`config.mk`:
```
export PLATFORM = sky130hd
export DESIGN_NAME = vec_lane_adder
export DESIGN_NICKNAME = d
export VERILOG_FILES = /design/src/rtl/vec_lane_adder.sv
export SDC_FILE = /design/constraint.sdc
export NUM_CORES = 1
export LEC_CHECK = 0
export ABC_CLOCK_PERIOD_IN_PS = 15100
export CORE_UTILIZATION = 25
export CTS_CLUSTER_SIZE = 25
export DETAILED_ROUTE_END_ITERATION = 8
export PLACE_DENSITY = 0.53
export SLEW_MARGIN = 40
export SYNTH_ARGS = -nofsm -noshare
export SYNTH_HDL_FRONTEND = slang
export SYNTH_SLANG_ARGS = --single-unit
```
`constraint.sdc`:
```
create_clock -name clk -period 15.1 [get_ports clk]
set_input_delay 1.51 -clock clk [delete_from_list [all_inputs] [get_ports clk]]
set_output_delay 1.51 -clock clk [all_outputs]
set_load 0.05 [all_outputs]
```
`src/rtl/vec_lane_adder.sv`:
```
module vec_lane_adder #(
  parameter int AW  = 5,
  parameter int VLW = 7
) (
  input  logic           clk,
  input  logic           rst_n,
  input  logic           start,
  input  logic [VLW-1:0] vl,
  input  logic [1:0]     ew_sel,
  input  logic           src_only_w,
  input  logic [AW-1:0]  d_base,
  input  logic [AW-1:0]  a_base,
  input  logic [AW-1:0]  b_base,
  input  logic           d_scal,
  input  logic           a_scal,
  input  logic           b_scal,
  output logic           busy,
  output logic           done,
  output logic [AW-1:0]  a_addr,
  input  logic [63:0]    a_data,
  output logic [AW-1:0]  b_addr,
  input  logic [63:0]    b_data,
  output logic           wr_en,
  output logic [AW-1:0]  wr_addr,
  output logic [63:0]    wr_data,
  output logic [7:0]     wr_be
);
  localparam int PW = VLW + 6;

  typedef enum logic [1:0] {S_IDLE, S_RUN, S_FIN} st_t;
  st_t st;

  logic [VLW-1:0] idx, vl_q;
  logic [1:0]     ew_q;
  logic           sw_q, ds_q, as_q, bs_q;
  logic [AW-1:0]  db_q, ab_q, bb_q;

  logic           last;
  logic [2:0]     lg;
  logic [PW-1:0]  step, pa, pb, pd;
  logic [63:0]    emask, a_el, b_el, sum;
  logic [7:0]     bmask;

  assign last = ds_q || (idx == vl_q - 1'b1);

  always_ff @(posedge clk or negedge rst_n) begin
    if (!rst_n) begin
      st   <= S_IDLE;
      idx  <= '0;
      vl_q <= '0;
      ew_q <= '0;
      sw_q <= 1'b0;
      ds_q <= 1'b0;
      as_q <= 1'b0;
      bs_q <= 1'b0;
      db_q <= '0;
      ab_q <= '0;
      bb_q <= '0;
    end else begin
      case (st)
        S_IDLE: if (start) begin
          vl_q <= vl;
          ew_q <= ew_sel;
          sw_q <= src_only_w;
          ds_q <= d_scal;
          as_q <= a_scal;
          bs_q <= b_scal;
          db_q <= d_base;
          ab_q <= a_base;
          bb_q <= b_base;
          idx  <= '0;
          st   <= (vl == '0) ? S_FIN : S_RUN;
        end
        S_RUN: begin
          if (last) st <= S_FIN;
          else      idx <= idx + 1'b1;
        end
        default: st <= S_IDLE;
      endcase
    end
  end

  assign lg    = 3'd6 - {1'b0, ew_q};
  assign step  = PW'(idx) << lg;
  assign pa    = as_q ? '0 : step;
  assign pb    = bs_q ? '0 : step;
  assign pd    = sw_q ? (PW'(idx) << 6) : step;

  assign emask = (ew_q == 2'd0) ? '1 : ((64'd1 << (7'd64 >> ew_q)) - 64'd1);

  always_comb begin
    case (ew_q)
      2'd0:    bmask = 8'hff;
      2'd1:    bmask = 8'h0f;
      2'd2:    bmask = 8'h03;
      default: bmask = 8'h01;
    endcase
  end

  assign a_addr  = ab_q + AW'(pa >> 6);
  assign b_addr  = bb_q + AW'(pb >> 6);
  assign a_el    = (a_data >> pa[5:0]) & emask;
  assign b_el    = (b_data >> pb[5:0]) & emask;
  assign sum     = a_el + b_el;

  assign wr_en   = (st == S_RUN);
  assign wr_addr = db_q + AW'(pd >> 6);
  assign wr_data = sw_q ? sum : ((sum & emask) << pd[5:0]);
  assign wr_be   = sw_q ? 8'hff : (bmask << pd[5:3]);

  assign busy    = (st == S_RUN);
  assign done    = (st == S_FIN);
endmodule


```
# Word level (Yosys, flattened, before mapping)
# Cells that the tools add are included.
[word_totals] reg_bits=37 input_bits=159 output_inout_bits=90 elab_cells=59
[op_classes] n_addsub=8 eq_ne=8 shift=7 muxes=14 n_bitwise=3 n_reduce_logical=8
[ops] op="$and 64x64->64" n=3
[ops] op="$mux 64" n=2
[ops] op="$shr 64x6->64" n=2
[ops] op="$add 64x64->64" n=1
[ops] op="$shl 1x7->64 const A" n=1
[ops] op="$shl 64x6->64" n=1
[ops] op="$sub 64x1->64 const B" n=1
[ops] op="$mux 11" n=3
[ops] op="$pmux 8 s3" n=1
[ops] op="$add 5x5->5" n=3
[ops] op="$mux 7" n=2
[ops] op="$pmux 7 s2" n=1
[ops] op="$shl 7x3->11" n=1
[ops] op="$mux 8" n=1
[ops] op="$shl 8x3->8" n=1
[ops] op="$add 7x1->7 const B" n=1
[ops] op="$eq 7x7->1" n=1
[ops] op="$logic_not 7->1" n=1
[ops] op="$shr 7x2->7 const A" n=1
[ops] op="$sub 7x1->7 const B" n=1
[ops] op="$mux 2" n=3
[ops] op="$eq 2x1->1 const B" n=2
[ops] op="$eq 2x2->1 const B" n=2
[ops] op="$logic_not 2->1" n=2
[ops] op="8 further kinds" n=10

# Longest topological paths before layout
[logic_depth] ltp_word=9 depth_mapped=31 mapped_depth_nobuf=27

# Least setup slack after synthesis
# Ideal clock, no wire load.
[synth_timing] kind="register -> output" startpoint="reg ew_q[0]" endpoint="out wr_data[62]" arrival_ns=7.461 required_ns=13.590 path_slack_ns=6.129 path_stages_with_launch=29 n_path_buf=5 cell_sequence="dfrtp_1 buf_2 inv_1 ha_1 buf_2 mux4_2 and2_1 clkbuf_1 nand2_1 clkbuf_1 clkbuf_1 mux2i_1 mux2i_1 a21oi_1 ha_1 inv_1 fa_1 nand2b_1 a21oi_1 o21ai_1 a211oi_4 nor4_1 xnor2_1 nand2_1 o211ai_1 o21ai_1 mux2_2 mux2_2 a222oi_1"
[synth_via] elab_chain_len=9 elab_cells_between_ends=18 classes_between="3 x add/sub; 6 x shift; 5 x mux; 3 x bitwise; 1 x reduce/logical"
[synth_lines] element="from (decl)" line_no="34" source="logic [1:0] ew_q;"
[synth_lines] element="from (signal assigned)" line_no="63" source="ew_q <= ew_sel;"
[synth_lines] element="$shr 7x2->7 / $sub 3x2->3 (equally long branches)" line_no="89, 83"
[synth_lines] element="$shl 1x7->64 / $shl 7x3->11 (equally long branches)" line_no="89, 84"
[synth_lines] element="$sub 64x1->64, or another cell as far along" line_no="89" source="assign emask = (ew_q == 2'd0) ? '1 : ((64'd1 << (7'd64 >> ew_q)) - 64'd1);"
[synth_lines] element="$mux 64, or another cell as far along" line_no="89"
[synth_lines] element="$and 64x64->64 (on tied branches)" line_no="102, 103"
[synth_lines] element="$add 64x64->64" line_no="104" source="assign sum = a_el + b_el;"
[synth_lines] element="$and 64x64->64" line_no="108" source="assign wr_data = sw_q ? sum : ((sum & emask) << pd[5:0]);"
[synth_lines] element="$shl 64x6->64" line_no="108"
[synth_lines] element="$mux 64 (*)" line_no="108"
[synth_lines] element="to (decl)" line_no="25" source="output logic [63:0] wr_data,"
# Mark *: on every way between the ends. The rest lies on a longest branch, timed or not.

# Final worst setup path
[layout_timing] startpoint="reg ew_q[0]" endpoint="out wr_data[44]"
# Same word-level chain as after synthesis.

==> run metrics <==
status complete, no violations; GR peak layer met2; largest cells by area after synthesis mux2i_1 22%, nand2_1 7.3%, a21oi_1 7.0%, nor2_1 5.8%, ha_1 5.0%; share of cells above drive strength 1 6.68%; crit path max fanout 49; Post-CTS Resized 0; flop2flop setup slack 12.17 ns; full die area 81800 um2; critical path's slowest cell clkdlybuf4s50_1; FF-to-FF path depth 13; synthesis-stage register bit count 37; Synth-to-Final Area Change 17.6%; clock slew at reported path FFs 0.06 ns; final hold vios 0; min cycle time layout 12.23 ns; Vias 24500; RR Startpoint vl_q[0]; critical path class reg2out; placer congestion estimate 1.04; Layout Nets 3297; Tot GR Track Use 24.6%; library cells used by synthesis 106; drt drc 0; slew at the pin with the worst max-slew slack 0.957 ns; initial antenna violation count 0; Hold EP ab_q[3]; met2 Use GR 40.1%; Hold WC Path Type reg2reg; Worst EP required 13.59 ns; Syn Inst Count 2988; RSZ-0062 raised after global routing false; std cell rows 103; Antenna diodes 0; TritonCTS clock tree done; Slew HR 35.9%; CTS Hold Bufs 0; number of buffers created by CTS 5; port bufs 248; CP most frequent cell mux2i_1; fill count 8824; FMAX 81.8 MHz; async set-reset flop share out of synthesis 100%; Vias/cell 5.98; worst hold path depth 1; TNS Setup 0 ns; Clock Skews 0.00587 ns; top_reg_cell synth dfrtp_1; final wirelength 105 mm; largest area contributor in the synthesized netlist mux2i_1; largest net degree at the start of global routing 70; clk_lat worst skew 0.29 ns; CTS max path bufs 2; Post-synth EDFFs 0; Boundary Pins 249; number of global-route vias before repair 23900; mapped cell area 20200 um2; Setup crit end kind output pin; Final period util 81.0%; met1 GRT Util 32.2%; area of the multi-input gates 18300 um2; Slew Viols, Final 0; worst r2r dst idx[6]; most frequent cells after synthesis 452 x mux2i_1, 392 x nand2_1, 311 x nor2_1; Core Region 79400 um2; data arrival time of the worst path 10.72 ns; Starting DRT DRC Count 3160; most common cell in the netlist mux2i_1; first-pass GRT wire length 155 mm; die width 286 um; # Post-CTS Setup Buffers 0; Max-Cap Viols 0; worst hold start ab_q[3]; Final setup viols 0; Pre-Repair DR Iteration Count 6; area fraction of the dominant cell type after synthesis 22.4%; Seq/Total Area, Yosys 4.59%; Register Area 928 um2; H-tree levels 2; antenna viol nets, final 0; startpoint types flop; Mapped Nets 3232; routed len/inst 25.6 um; dpl hpwl 85.1 mm; clock sinks 37; post-synthesis area per instance 6.75 um2; Critical Path Max Stage Delay 0.88 ns; YS warnings 0; Starting Density 25.4%; met3 Usage GRT 3.00%; clk root buf clkbuf_16; Die Span Y 286 um; GR Overflow Total 0
-- cell families after synthesis --
kind of cell    count (synthesis)  synth area share (%)
xor+xnor                       63                  2.77
compound gates                931                  30.5
buf+inv                       275                  5.54
mux                           501                  26.0
simple gates                 1096                  25.2
fa+ha+maj                      85                  5.42
flops                          37                  4.59
-- registers in the layout, indices dropped and copies added (netlist names) --
signal and cells:
db_q 5, sw_q 1, ew_q 2, as_q 1, idx 7, bs_q 1
ds_q 1, ab_q 5, st 2, bb_q 5, vl_q 7
-- per-stage QoR --
step,cell area (um2),utilization [%],hold slack (ns),setup slack [ns],instances
final,23700,29.9,0.510,2.87,4104
after global routing,23700,29.9,0.531,2.50,4104
after CTS,23700,29.8,0.519,3.05,4102
after detailed placement,23500,29.6,0.504,3.39,4094
after global placement,23400,29.5,0.502,3.39,4091
after floorplan,20200,-,0.481,6.13,2988
-- layout make-up --
cell class	instances	share of cell area (%)
Sequential cell	37	3.91
Clock buffer	5	0.527
Inverter	33	0.522
Timing Repair Buffer	300	12.4
Multi-Input combinational cell	2676	77.0
Tap cell	1050	5.54
Clock inverter	3	0.0738
-- how the worst max path moves through the flow --
| stage | end | cells past startpoint | start | slack [ns] |
|---|---|---|---|---|
| floorplan | wr_data[62] | 28 | ew_q[0] | 6.13 |
| global placement | wr_data[44] | 25 | ew_q[0] | 3.39 |
| detailed placement | wr_data[44] | 25 | ew_q[0] | 3.39 |
| CTS | wr_data[44] | 25 | ew_q[0] | 3.05 |
| global route | wr_data[44] | 28 | ew_q[0] | 2.50 |
| finish | wr_data[44] | 28 | ew_q[0] | 2.87 |
-- critical path, delay by kind of cell (launching register included) --
family	cells	cell delay, ns
multiplexers	6	1.71
adder cells (fa/ha/maj)	3	1.11
buffers and inverters	5	2.15
XOR/XNOR	1	0.22
flip-flops	1	0.69
AND/OR/NAND/NOR	6	1.85
AO/OA/AOI/OAI	7	2.65
-- routing by layer --
metal / up-vias / routed length, um
met5: - / 0
met4: 0 / 5270
met3: 229 / 8130
met2: 1225 / 48000
met1: 11700 / 43700
li1: 11400 / -
-- cells in the final DEF, fill, tap and decap left out, types with 15 or more instances in the layout --
cell type / n
nand3_1: 57
o21ai_1: 28
ha_1: 81
nand4_1: 52
nor2_2: 16
or3_1: 31
a211oi_1: 91
mux4_2: 15
mux2_2: 33
nand2_1: 391
nor2_1: 292
a22oi_1: 33
buf_4: 46
xor2_1: 23
dfrtp_1: 35
o22ai_1: 27
o21a_1: 31
and2_1: 34
xnor2_1: 38
o21ai_0: 151
clkdlybuf4s50_1: 247
inv_1: 31
a221oi_1: 24
and3_1: 51
a31oi_1: 19
a21o_1: 37
mux2i_1: 452
nor3_1: 65
a21oi_1: 284
o211ai_1: 33
nand2b_1: 15
Power is not shown: default switching activity piles up to over one toggle a cycle in this logic, so the estimate is an artifact.
